===== src/rtl/serial_regs_pkg.sv =====
package serial_regs_pkg;

   localparam int unsigned BYTE_W      = 8;
   localparam int unsigned OFF_CMD     = 1;
   localparam int unsigned OFF_DATA    = 5;
   localparam int unsigned RR0_RXAVAIL = 0;
   localparam int unsigned RR0_TXEMPTY = 2;
   localparam int unsigned LOOP_BIT    = 4;
   localparam int unsigned REG_MIRROR0 = 12;
   localparam int unsigned REG_MIRROR1 = 13;
   localparam int unsigned REG_PEND    = 3;
   localparam int unsigned REG_ERRS    = 1;
   localparam int unsigned REG_LOOP    = 14;

   typedef enum logic [1:0] {
      LOC_NONE = 2'd0,
      LOC_CMD  = 2'd1,
      LOC_DATA = 2'd2
   } loc_e;

endpackage


===== src/rtl/serial_addr_decode.sv =====
module serial_addr_decode
   import serial_regs_pkg::*;
#(
   parameter int unsigned ADDR_W = 5,
   parameter int unsigned BUS_W  = 16
) (
   input  logic [ADDR_W-1:0] addr,
   input  logic [BUS_W-1:0]  wdata,
   output logic              chan,
   output loc_e              loc,
   output logic [BYTE_W-1:0] byte_in,
   output logic              shifted
);

   localparam logic [ADDR_W-1:0] ALIAS_CMD  = ADDR_W'(8'h0F);
   localparam logic [ADDR_W-1:0] ALIAS_DATA = ADDR_W'(8'h1F);

   if (ADDR_W < 5) begin : g_bad_addr
      $error("serial_addr_decode: ADDR_W must be at least 5");
   end
   if (BUS_W < 2 * BYTE_W) begin : g_bad_bus
      $error("serial_addr_decode: BUS_W must hold two bytes");
   end

   logic [2:0] off_raw;
   logic [2:0] off_eff;
   logic       low_zero;

   always_comb begin
      chan    = addr[3];
      off_raw = addr[2:0];
      if (addr == ALIAS_CMD) begin
         chan    = 1'b0;
         off_raw = 3'(OFF_CMD);
      end else if (addr == ALIAS_DATA) begin
         chan    = 1'b0;
         off_raw = 3'(OFF_DATA);
      end
      low_zero = (wdata[BYTE_W-1:0] == '0);
      shifted  = low_zero && (off_raw == 3'd0 || off_raw == 3'd4);
      off_eff  = shifted ? off_raw + 3'd1 : off_raw;
      byte_in  = shifted ? wdata[2*BYTE_W-1:BYTE_W] : wdata[BYTE_W-1:0];
      if (off_eff == 3'(OFF_CMD))       loc = LOC_CMD;
      else if (off_eff == 3'(OFF_DATA)) loc = LOC_DATA;
      else                              loc = LOC_NONE;
   end

endmodule


===== src/rtl/serial_rx_fifo.sv =====
module serial_rx_fifo #(
   parameter int unsigned DEPTH = 16,
   parameter int unsigned W     = 8
) (
   input  logic         clk,
   input  logic         rst_n,
   input  logic         push,
   input  logic [W-1:0] push_data,
   input  logic         drop,
   input  logic         pop,
   output logic [W-1:0] head,
   output logic         not_empty,
   output logic         overrun
);

   localparam int unsigned AW = $clog2(DEPTH);
   localparam logic [AW:0] CNT_FULL = (AW+1)'(DEPTH);

   if (DEPTH < 2 || (DEPTH & (DEPTH - 1)) != 0) begin : g_bad_depth
      $error("serial_rx_fifo: DEPTH must be a power of two, at least 2");
   end

   logic [W-1:0]  mem [DEPTH];
   logic [AW-1:0] wp, rp;
   logic [AW:0]   cnt;
   logic          full, do_pop, do_push;

   assign full      = (cnt == CNT_FULL);
   assign not_empty = (cnt != '0);
   assign head      = not_empty ? mem[rp] : '0;
   assign do_pop    = pop && not_empty;
   assign do_push   = push && (!full || do_pop);

   always_ff @(posedge clk) begin
      if (do_push) mem[wp] <= push_data;
   end

   always_ff @(posedge clk) begin
      if (!rst_n) begin
         wp      <= '0;
         rp      <= '0;
         cnt     <= '0;
         overrun <= 1'b0;
      end else begin
         if (do_push) wp <= wp + 1'b1;
         if (do_pop)  rp <= rp + 1'b1;
         cnt <= cnt + (AW+1)'(do_push) - (AW+1)'(do_pop);
         if ((push && !do_push) || drop) overrun <= 1'b1;
      end
   end

   assert_no_overflow_R10 : assert property (@(posedge clk) disable iff (!rst_n)
      cnt <= CNT_FULL);
   assert_overrun_sticky_R10 : assert property (@(posedge clk) disable iff (!rst_n)
      overrun |=> overrun);
   assert_empty_pop_R9 : assert property (@(posedge clk) disable iff (!rst_n)
      (pop && !not_empty && !push) |=> !not_empty);

endmodule


===== src/rtl/serial_chan_regs.sv =====
module serial_chan_regs
   import serial_regs_pkg::*;
#(
   parameter int unsigned NREG       = 16,
   parameter bit          IS_PRIMARY = 1'b1
) (
   input  logic              clk,
   input  logic              rst_n,
   input  logic              cmd_wr,
   input  logic              cmd_rd,
   input  logic [BYTE_W-1:0] wr_byte,
   input  logic              rx_avail,
   input  logic [BYTE_W-1:0] pend_bits,
   output logic [BYTE_W-1:0] rd_byte,
   output logic              loop_en
);

   localparam int unsigned PW = $clog2(NREG);

   if (NREG != 16) begin : g_bad_nreg
      $error("serial_chan_regs: NREG must be 16");
   end

   logic [BYTE_W-1:0] wreg [NREG];
   logic [PW-1:0]     ptr;
   logic              sel_pend;
   logic [BYTE_W-1:0] pend_view;

   if (IS_PRIMARY) begin : g_pend_on
      assign pend_view = pend_bits;
   end else begin : g_pend_off
      assign pend_view = '0;
   end

   always_ff @(posedge clk) begin
      if (!rst_n) begin
         ptr      <= '0;
         sel_pend <= 1'b0;
         for (int i = 0; i < NREG; i++) wreg[i] <= '0;
      end else if (cmd_wr) begin
         if (!sel_pend) begin
            ptr      <= wr_byte[PW-1:0];
            sel_pend <= 1'b1;
         end else begin
            wreg[ptr] <= wr_byte;
            ptr       <= '0;
            sel_pend  <= 1'b0;
         end
      end else if (cmd_rd) begin
         ptr      <= '0;
         sel_pend <= 1'b0;
      end
   end

   always_comb begin
      rd_byte = '0;
      case (ptr)
         PW'(0): begin
            rd_byte[RR0_TXEMPTY] = 1'b1;
            rd_byte[RR0_RXAVAIL] = rx_avail;
         end
         PW'(REG_ERRS):    rd_byte = '0;
         PW'(REG_PEND):    rd_byte = pend_view;
         PW'(REG_MIRROR0): rd_byte = wreg[REG_MIRROR0];
         PW'(REG_MIRROR1): rd_byte = wreg[REG_MIRROR1];
         default:          rd_byte = '0;
      endcase
   end

   assign loop_en = wreg[REG_LOOP][LOOP_BIT];

   assert_store_clears_ptr_R2 : assert property (@(posedge clk) disable iff (!rst_n)
      (cmd_wr && sel_pend) |=> (!sel_pend && ptr == '0));
   assert_select_pends_R2 : assert property (@(posedge clk) disable iff (!rst_n)
      (cmd_wr && !sel_pend) |=> sel_pend);
   assert_read_clears_ptr_R3 : assert property (@(posedge clk) disable iff (!rst_n)
      (cmd_rd && !cmd_wr) |=> (!sel_pend && ptr == '0));

endmodule


===== src/rtl/twin_serial_regfile.sv =====
module twin_serial_regfile
   import serial_regs_pkg::*;
#(
   parameter int unsigned ADDR_W     = 5,
   parameter int unsigned BUS_W      = 16,
   parameter int unsigned NCH        = 2,
   parameter int unsigned NREG       = 16,
   parameter int unsigned FIFO_DEPTH = 16
) (
   input  logic                 clk,
   input  logic                 rst_n,
   input  logic                 bus_sel,
   input  logic                 bus_wr,
   input  logic [ADDR_W-1:0]    bus_addr,
   input  logic [BUS_W-1:0]     bus_wdata,
   output logic [BUS_W-1:0]     bus_rdata,
   input  logic [NCH-1:0]       rx_push,
   input  logic [NCH*BYTE_W-1:0] rx_data,
   input  logic [BYTE_W-1:0]    pend_in,
   output logic                 tx_valid,
   output logic [BYTE_W-1:0]    tx_data,
   output logic                 tx_chan,
   output logic [NCH-1:0]       rx_overrun
);

   if (NCH != 2) begin : g_bad_nch
      $error("twin_serial_regfile: NCH must be 2 (one address bit picks the channel)");
   end

   logic              d_chan;
   loc_e              d_loc;
   logic [BYTE_W-1:0] d_byte;
   logic              d_shift;

   serial_addr_decode #(.ADDR_W(ADDR_W), .BUS_W(BUS_W)) u_dec (
      .addr    (bus_addr),
      .wdata   (bus_wdata),
      .chan    (d_chan),
      .loc     (d_loc),
      .byte_in (d_byte),
      .shifted (d_shift)
   );

   logic [NCH-1:0]    cmd_wr, cmd_rd, dat_wr, dat_rd, loop_en, avail;
   logic [BYTE_W-1:0] reg_rd [NCH];
   logic [BYTE_W-1:0] fifo_hd [NCH];

   for (genvar c = 0; c < NCH; c++) begin : g_ch
      logic hit, loop_push, ext_push, f_push;
      logic [BYTE_W-1:0] f_data;

      assign hit       = bus_sel && (d_chan == 1'(c));
      assign cmd_wr[c] = hit &&  bus_wr && (d_loc == LOC_CMD);
      assign cmd_rd[c] = hit && !bus_wr && (d_loc == LOC_CMD);
      assign dat_wr[c] = hit &&  bus_wr && (d_loc == LOC_DATA);
      assign dat_rd[c] = hit && !bus_wr && (d_loc == LOC_DATA);

      assign loop_push = dat_wr[c] && loop_en[c];
      assign ext_push  = rx_push[c];
      assign f_push    = loop_push || ext_push;
      assign f_data    = loop_push ? d_byte : rx_data[c*BYTE_W +: BYTE_W];

      serial_chan_regs #(.NREG(NREG), .IS_PRIMARY(c == 0)) u_regs (
         .clk       (clk),
         .rst_n     (rst_n),
         .cmd_wr    (cmd_wr[c]),
         .cmd_rd    (cmd_rd[c]),
         .wr_byte   (d_byte),
         .rx_avail  (avail[c]),
         .pend_bits (pend_in),
         .rd_byte   (reg_rd[c]),
         .loop_en   (loop_en[c])
      );

      serial_rx_fifo #(.DEPTH(FIFO_DEPTH), .W(BYTE_W)) u_fifo (
         .clk       (clk),
         .rst_n     (rst_n),
         .push      (f_push),
         .push_data (f_data),
         .drop      (loop_push && ext_push),
         .pop       (dat_rd[c]),
         .head      (fifo_hd[c]),
         .not_empty (avail[c]),
         .overrun   (rx_overrun[c])
      );
   end

   logic [BYTE_W-1:0] rd_sel;

   always_comb begin
      case (d_loc)
         LOC_CMD:  rd_sel = reg_rd[d_chan];
         LOC_DATA: rd_sel = fifo_hd[d_chan];
         default:  rd_sel = '0;
      endcase
   end

   always_ff @(posedge clk) begin
      if (!rst_n) begin
         bus_rdata <= '0;
         tx_valid  <= 1'b0;
         tx_data   <= '0;
         tx_chan   <= 1'b0;
      end else begin
         if (bus_sel && !bus_wr)
            bus_rdata <= d_shift ? BUS_W'({rd_sel, {BYTE_W{1'b0}}}) : BUS_W'(rd_sel);
         tx_valid <= |dat_wr;
         if (|dat_wr) begin
            tx_data <= d_byte;
            tx_chan <= d_chan;
         end
      end
   end

   assert_tx_strobe_R12 : assert property (@(posedge clk) disable iff (!rst_n)
      (bus_sel && bus_wr && d_loc == LOC_DATA) |=> (tx_valid && tx_data == $past(d_byte)));
   assert_tx_pulse_R12 : assert property (@(posedge clk) disable iff (!rst_n)
      !(bus_sel && bus_wr && d_loc == LOC_DATA) |=> !tx_valid);
   assert_one_target_R1 : assert property (@(posedge clk) disable iff (!rst_n)
      $onehot0({cmd_wr, cmd_rd, dat_wr, dat_rd}));

endmodule


===== config.mk =====
export PLATFORM = sky130hd
export DESIGN_NAME = twin_serial_regfile
export DESIGN_NICKNAME = d
export VERILOG_FILES = /design/src/rtl/serial_regs_pkg.sv /design/src/rtl/serial_addr_decode.sv /design/src/rtl/serial_rx_fifo.sv /design/src/rtl/serial_chan_regs.sv /design/src/rtl/twin_serial_regfile.sv
export SDC_FILE = /design/constraint.sdc
export NUM_CORES = 1
export LEC_CHECK = 0
export BUFFER_PORTS_ARGS = -buffer_cell sky130_fd_sc_hd__buf_2
export CAP_MARGIN = 15
export CORE_MARGIN = 1.5
export CORE_UTILIZATION = 48
export CTS_CLUSTER_SIZE = 25
export DETAILED_ROUTE_END_ITERATION = 12
export PLACE_DENSITY = 0.73
export SYNTH_ARGS = -nofsm -noshare
export SYNTH_HDL_FRONTEND = slang
export SYNTH_HIERARCHICAL = 1
export SYNTH_SLANG_ARGS = --single-unit

===== constraint.sdc =====
create_clock -name clk -period 4.1 [get_ports clk]
set_input_delay 0.205 -clock clk [delete_from_list [all_inputs] [get_ports clk]]
set_output_delay 0.205 -clock clk [all_outputs]
set_load 0.05 [all_outputs]

# Word level (Yosys, flattened, before mapping)

Memories as Yosys holds them, arrays and structs flattened. A register that Yosys moved wholly into a read port is not among the register bits.
Cells that the tools add are included.

Add/subtract/negate cells: 9
Multiply operators: 0
Div/mod/pow operators: 0
Order comparisons: 1
Equality and inequality tests: 14
Shift operators: 0
Multiplexer cells: 63
Bitwise gates (word level): 2
Reductions and logical operators: 49

Operators with widths:

| kind                                                                   | count |
|---|---|
| 8-bit 2-to-1 mux                                                       | 13 |
| 4-bit 2-to-1 mux                                                       | 12 |
| 1-bit logical AND                                                      | 26 |
| 1-bit 2-to-1 mux                                                       | 23 |
| 4-bit by 1-bit adder with 4-bit output (second input constant)         | 4 |
| 4-bit equality test (second input constant)                            | 4 |
| 16-bit 2-to-1 mux                                                      | 1 |
| 8-bit case mux with 2 select lines                                     | 1 |
| 8-bit OR reduction                                                     | 2 |
| 5-bit equality test (second input constant)                            | 3 |
| 5-bit case mux with 3 select lines                                     | 1 |
| 5-bit by 1-bit adder with 5-bit output                                 | 2 |
| 5-bit case mux with 2 select lines                                     | 1 |
| 5-bit nonzero test                                                     | 2 |
| 5-bit by 1-bit subtractor with 5-bit output                            | 2 |
| 3-bit 2-to-1 mux                                                       | 3 |
| 1-bit case mux with 3 select lines                                     | 3 |
| 4-bit zero test                                                        | 2 |
| 8-bit zero test                                                        | 1 |
| 1-bit case mux with 4 select lines                                     | 2 |
| 1-bit logical OR                                                       | 7 |
| 3-bit equality test (second input constant)                            | 2 |
| 5-bit by 4-bit equality test with 1-bit output (second input constant) | 1 |
| 1-bit zero test                                                        | 5 |
| 13 further kinds                                                       | 15 |

Bits in registers: 64
Bits in latches: 0
RAM bits: 512
Bits in read-only memories: 0
Input port bits: 51
Output and inout port bits: 28
Logic and storage cells: 158
Memories: 4

Memories:

| name                | words | bits a word | read ports | clocked after Yosys merged registers in | write ports | RTL line               | RTL |
|---|---|---|---|---|---|---|---|
| g_ch[0].u_fifo.mem  | 16    | 8           | 1          | 1                                       | 1           | serial_rx_fifo.sv:23   | `logic [W-1:0] mem [DEPTH];` |
| g_ch[0].u_regs.wreg | 16    | 8           | 3          | 0                                       | 16          | serial_chan_regs.sv:24 | `logic [BYTE_W-1:0] wreg [NREG];` |
| g_ch[1].u_fifo.mem  | 16    | 8           | 1          | 1                                       | 1           | serial_rx_fifo.sv:23   |  |
| g_ch[1].u_regs.wreg | 16    | 8           | 3          | 0                                       | 16          | serial_chan_regs.sv:24 |  |

# Longest topological paths before layout

Word-level depth: 18
Mapped depth: 22
Depth with buffers taken out: 21

# Hierarchy

The synthesis kept the hierarchy.

Modules (own cells, without submodules):

| module                             | times used | cells each | area each (µm²) | sequential area each (µm²) |
|---|---|---|---|---|
| serial_rx_fifo                     | 2          | 317        | 5,914.4         | 4,204.0 |
| twin_serial_regfile                | 1          | 147        | 1,521.5         | 520.5 |
| serial_chan_regs at g_ch[0].u_regs | 1          | 102        | 1,111.1         | 610.6 |
| serial_chan_regs at g_ch[1].u_regs | 1          | 84         | 1,041.0         | 610.6 |
| serial_addr_decode                 | 1          | 29         | 237.7           | 0.0 |

# Least setup slack after synthesis

No wires, ideal clock.

Path kind: input to register
Start point: input bus_addr[0]
End point: register g_ch[1].u_fifo.cnt[4]
Library setup time: 0.116 ns
Data arrival time: 4.066 ns
Path slack: -0.082 ns
Cell stages on the path: 21
Path buffers: 2
Cell sequence: dlygate4sd3_1 > ha_1 > o21ai_0 > a32o_1 > inv_1 > ha_1 > and3_1 > and3_4 > buf_8 > or2_2 > o21a_1 > inv_1 > ha_1 > inv_1 > ha_1 > inv_1 > fa_1 > nand2b_1 > a21oi_1 > o21ai_0 > and3b_1

Elaborated cells between the ends (all ways): 29
Those cells by class: add/sub (3); eq/ne (6); mux (7); reduce/logical (13)

RTL lines:

| item                                                                                           | RTL line                  | RTL |
|---|---|---|
| start: declaration                                                                             | twin_serial_regfile.sv:14 | `input logic [ADDR_W-1:0] bus_addr,` |
| 5-bit equality test                                                                            | serial_addr_decode.sv:35  | `end else if (addr == ALIAS_DATA) begin` |
| 3-bit 2-to-1 mux                                                                               | serial_addr_decode.sv:35  |  |
| 3-bit 2-to-1 mux *                                                                             | serial_addr_decode.sv:32  | `if (addr == ALIAS_CMD) begin` |
| parallel branches: the longest is 3 deep, another holds 3-bit by 1-bit adder with 3-bit output | --                        |  |
| 3-bit 2-to-1 mux *                                                                             | serial_addr_decode.sv:41  | `off_eff = shifted ? off_raw + 3'd1 : off_raw;` |
| 3-bit by 1-bit equality test with 1-bit output *                                               | serial_addr_decode.sv:43  | `if (off_eff == 3'(OFF_CMD)) loc = LOC_CMD;` |
| 2-bit 2-to-1 mux *                                                                             | serial_addr_decode.sv:43  |  |
| named net d_loc[0]                                                                             | twin_serial_regfile.sv:31 | `loc_e d_loc;` |
| 2-bit equality test *                                                                          | twin_serial_regfile.sv:55 | `assign dat_wr[c] = hit && bus_wr && (d_loc == LOC_DATA);` |
| 1-bit logical AND *                                                                            | twin_serial_regfile.sv:55 |  |
| 1-bit logical AND *                                                                            | twin_serial_regfile.sv:58 | `assign loop_push = dat_wr[c] && loop_en[c];` |
| 1-bit logical OR *                                                                             | twin_serial_regfile.sv:60 | `assign f_push = loop_push \|\| ext_push;` |
| named net g_ch[1].f_push                                                                       | twin_serial_regfile.sv:49 | `logic hit, loop_push, ext_push, f_push;` |
| 1-bit logical AND *                                                                            | serial_rx_fifo.sv:32      | `assign do_push = push && (!full \|\| do_pop);` |
| 5-bit by 1-bit adder with 5-bit output *                                                       | serial_rx_fifo.sv:47      | `cnt <= cnt + (AW+1)'(do_push) - (AW+1)'(do_pop);` |
| 5-bit by 1-bit subtractor with 5-bit output *                                                  | serial_rx_fifo.sv:47      |  |
| end signal: assignment                                                                         | serial_rx_fifo.sv:47      |  |
| end: declaration                                                                               | serial_rx_fifo.sv:25      | `logic [AW:0] cnt;` |

Mark *: on every way through the listed nets, which the timed path passes.
A chain may end at the register's enable or synchronous reset.

# Final worst setup path

Start point: input bus_addr[0]
End point: register g_ch[1].u_fifo.cnt[4]

Elaborated cells between the ends (all ways): 29
Those cells by class: add/sub (3); eq/ne (6); mux (7); reduce/logical (13)

RTL lines:

| item                                                   | RTL line                  | RTL |
|---|---|---|
| 5-bit equality test                                    | serial_addr_decode.sv:35  |  |
| 3-bit 2-to-1 mux                                       | serial_addr_decode.sv:35  |  |
| 3-bit 2-to-1 mux *                                     | serial_addr_decode.sv:32  |  |
| 3-bit equality test or 3-bit zero test (tied branches) | serial_addr_decode.sv:40  | `shifted = low_zero && (off_raw == 3'd0 \|\| off_raw == 3'd4);` |
| 1-bit logical OR *                                     | serial_addr_decode.sv:40  |  |
| 1-bit logical AND *                                    | serial_addr_decode.sv:40  |  |
| named net d_shift                                      | twin_serial_regfile.sv:33 | `logic d_shift;` |
| 3-bit 2-to-1 mux *                                     | serial_addr_decode.sv:41  |  |
| [... 2 more ...]                                       | --                        |  |
| named net d_loc[0]                                     | twin_serial_regfile.sv:31 |  |
| 2-bit equality test *                                  | twin_serial_regfile.sv:55 |  |
| 1-bit logical AND *                                    | twin_serial_regfile.sv:55 |  |
| 1-bit logical AND *                                    | twin_serial_regfile.sv:58 |  |
| 1-bit logical OR *                                     | twin_serial_regfile.sv:60 |  |
| named net g_ch[1].f_push                               | twin_serial_regfile.sv:49 |  |
| 1-bit logical AND *                                    | serial_rx_fifo.sv:32      |  |
| 5-bit by 1-bit adder with 5-bit output *               | serial_rx_fifo.sv:47      |  |
| 5-bit by 1-bit subtractor with 5-bit output *          | serial_rx_fifo.sv:47      |  |

The timed path passes the listed nets; every way through them passes the cells marked *.

==> impl_metrics.env <==
export IMPL_worstPathRequired_ns=4.49
export IMPL_min_path_type="input port to flip-flop"
export IMPL_crit_family="simple AND/OR/NAND/NOR gates"
export IMPL_nets=1175
export IMPL_comb_power_share_pct=12.7
export IMPL_hold_viol_final=0
export IMPL_p_seq_share_pct=49.7
export IMPL_ant_nets=0
export IMPL_max_freq_mhz=271
export IMPL_syn_area_per_cell_um2=15.8
export IMPL_synth_ff_type="edfxtp_1"
export IMPL_cts_hold_buffers=0
export IMPL_slowest_delay_ns=0.54
export IMPL_clockBufferDepth=3
export IMPL_tightest_slew_ns=1.01
export IMPL_drt_iter0_markers=696
export IMPL_antenna_cells=0
export IMPL_p_leak_nw=6.23
export IMPL_syn_inst=996
export IMPL_slew_headroom_pct=32.7
export IMPL_power_frac_clock_pct=37.5
export IMPL_min_to="g_ch[0].u_fifo/overrun"
export IMPL_grt_pass1_vias=8891
export IMPL_r2r_start="g_ch[1].u_fifo/cnt[2]"
export IMPL_syn_area_um2=15700
export IMPL_cts_resized_gates=0
export IMPL_ys_warn_count=6
export IMPL_cp_max_fo=4
export IMPL_final_setup_viol_count=0
export IMPL_syn_num_nets=1074
export IMPL_clk_pin_slew_worst_paths_ns=0.07
export IMPL_cp_arrival_ns=4.08
export IMPL_yosysTopAreaCellShare_pct=55.3
export IMPL_yosysSeqAreaShare_pct=64.5
export IMPL_swShare_pct=23.9
export IMPL_crit_path_top_delay_cell="or4_4"
export IMPL_status="complete, no violations"
export IMPL_antenna_found_initial=0
export IMPL_area_growth_pct=12.5
export IMPL_die_w_um=184
export IMPL_final_seq_area_um2=10100
export IMPL_crit_start="bus_addr[0]"
export IMPL_hpwl_mm=22.1
export IMPL_crit_type="input port to flip-flop"
export IMPL_routed_wl_mm=33.9
export IMPL_finalMaxSlewViolations=0
export IMPL_postCtsSetupBuffers=0
export IMPL_synth_area_leaders="edfxtp_1 (55%), dfxtp_1 (9.2%), mux4_2 (6.0%)"
export IMPL_die_y_um=184
export IMPL_initial_core_util_pct=48.6
export IMPL_crit_path_end_kind="flip-flop"
export IMPL_min_from="rx_push[0]"
export IMPL_intPower_mw=6.39
export IMPL_totalPowerFinal_mw=8.39
export IMPL_post_place_ws_ns=-0.0775
export IMPL_num_io_pins=79
export IMPL_yosysTopAreaCell="edfxtp_1"
export IMPL_clock_root_buffer="clkbuf_16"
export IMPL_ys_ff_latch=362
export IMPL_fin_crit_ns=3.69
export IMPL_powerDensity_nw_per_um2=474
export IMPL_viasPerCell=5.71
export IMPL_dieArea_um2=33900
export IMPL_cts_buffers=35
export IMPL_drive_above_1_share_pct=26.0
export IMPL_clock_skew_ns=0.0215
export IMPL_grt_use_total_pct=20.5
export IMPL_reg2reg_slack_ns=0.85
export IMPL_startpoint_type="input port"
export IMPL_tritoncts="built"
export IMPL_wl_per_cell_um=21.7
export IMPL_grt_max_degree=61
export IMPL_reg2reg_depth=14
export IMPL_numPortBuffers=78
export IMPL_r2r_end="g_ch[1].u_fifo/cnt[4]"
export IMPL_rsz0062_at_grt="no"
export IMPL_grt_ovfl_total=0
export IMPL_final_fill_count=2597
export IMPL_maxCapViolCount=0
export IMPL_critPathBufInv=5
export IMPL_htree_levels=2
export IMPL_cp_cell_sequence="buf_2, or4_4, nor4_4, a32o_1, inv_1, ha_1, and3_1, and3_4, or2_2, o21a_4, inv_2, ha_1, inv_1, ha_1, inv_1, fa_1, nand2b_1, a21oi_1, o21ai_0, and3b_1"
export IMPL_multi_input_area_um2=5080
export IMPL_insertion_delay_ns=0.52
export IMPL_p_switching_mw=2.00
export IMPL_gp_congestion=0.811
export IMPL_synth_distinct_cells=67
export IMPL_holdPathStages=3
export IMPL_drc_errors=0
export IMPL_clock_sinks=362
export IMPL_grt_pass1_wl_mm=52.1
export IMPL_period_share_pct=90.1
export IMPL_ys_async_sr_fraction_pct=0
export IMPL_timing_final_ws_setup_ns=0.407
export IMPL_ir_drop_v=0.000401
export IMPL_tns_ns=0
export IMPL_drt_pre_antenna_iters=6
export IMPL_via_count=8916
export IMPL_synth_edf_count=290
export IMPL_rows=66
export IMPL_coreArea_um2=32400
==> placed cells by master, fill, tap and decap left out, drive strengths merged, types with 32 or more instances in the layout <==
cell type	instances
and3	39
buf	119
clkbuf	44
dfxtp	72
edfxtp	290
inv	32
mux2	49
mux4	64
nand2	63
nor2	36
==> how the worst max path moves through the flow <==
stage / to / slack, ns / depth (start not counted)
2_1_floorplan: g_ch[1].u_fifo/cnt[4] / -0.02 / 21
3_3_place_gp: g_ch[1].u_fifo/cnt[4] / 0.003 / 20
4_1_cts: g_ch[1].u_fifo/cnt[4] / 0.43 / 20
5_1_grt: g_ch[1].u_fifo/cnt[4] / 0.21 / 20
3_5_place_dp: g_ch[1].u_fifo/cnt[4] / -0.08 / 20
6_report: g_ch[1].u_fifo/cnt[4] / 0.41 / 20
==> routing by layer <==
metal	track usage (%)	vias to the layer above	share of wire, %
li1	-	4038	-
met1	28.6	4487	44
met2	33.2	322	48
met3	2.91	69	5.5
met4	7.15	0	2.7
met5	0	-	0
==> cells by family after synthesis <==
kind of cell,synth area share (%)
simple gates,8.58
fa+ha+maj,2.24
flops,64.5
buf+inv,3.36
mux,14.6
xor+xnor,0.835
compound gates,5.91
==> power by group through the flow <==
stage | Sequential (mW) | Combinational [mW] | Clock (mW)
final | 4.17 | 1.07 | 3.15
after global routing | 4.18 | 1.17 | 3.33
after CTS | 4.18 | 1.07 | 3.18
after detailed placement | 4.25 | 1.06 | 0
after global placement | 4.25 | 1.03 | 0
after floorplan | 4.25 | 0.680 | 0
==> area by class of cell <==
class	count	share of cell area (%)
Multi-Input combinational cell	547	28.7
Clock inverter	15	0.827
Tap cell	442	3.12
Clock buffer	44	5.43
Sequential cell	362	57.3
Inverter	32	0.678
Timing Repair Buffer	119	3.94
==> state kept, by name, summed over array words and instances, names as in the netlist, 8 cells and up, named ones only <==
| signal | cells |
|---|---|
| tx_data | 8 |
| g_ch.u_regs/wreg | 34 |
| g_ch.u_fifo/mem | 256 |
| g_ch.u_regs/ptr | 8 |
| g_ch.u_fifo/cnt | 10 |
| g_ch.u_fifo/rp | 8 |
| g_ch.u_fifo/wp | 8 |
| bus_rdata | 16 |
==> Yosys cell counts, drive strengths merged, types with 10 or more instances <==
library cell / count
clkbuf: 11
xnor2: 12
nor3: 15
a21boi: 16
and2: 20
buf: 43
nand2: 63
nor2b: 17
mux2: 49
o2bb2ai: 16
ha: 25
a22oi: 16
nand2b: 11
edfxtp: 290
a21o: 10
a21oi: 27
dfxtp: 72
and3: 39
o21ai: 22
nor2: 36
mux2i: 16
inv: 32
mux4: 64
==> per-stage QoR <==
step,cell area (µm²),util [%],hold WS (ns),instances
2_1_floorplan,15800,-,0.333,996
3_3_place_gp,16600,51.3,0.445,1501
3_5_place_dp,16600,51.3,0.442,1501
4_1_cts,17700,54.7,0.0596,1560
5_1_grt,17700,54.7,0.0719,1561
6_report,17700,54.7,0.0519,1561
==> worst register-to-register path: cells and delay by family (launching register included) <==
kind / cells / cell delay (ns)
adder cells (fa/ha/maj): 4 / 0.99
buffers and inverters: 4 / 0.28
AND/OR/NAND/NOR: 4 / 1.26
flip-flops: 1 / 0.32
AO/OA/AOI/OAI: 2 / 0.30
(Power assumes the default switching activity.)
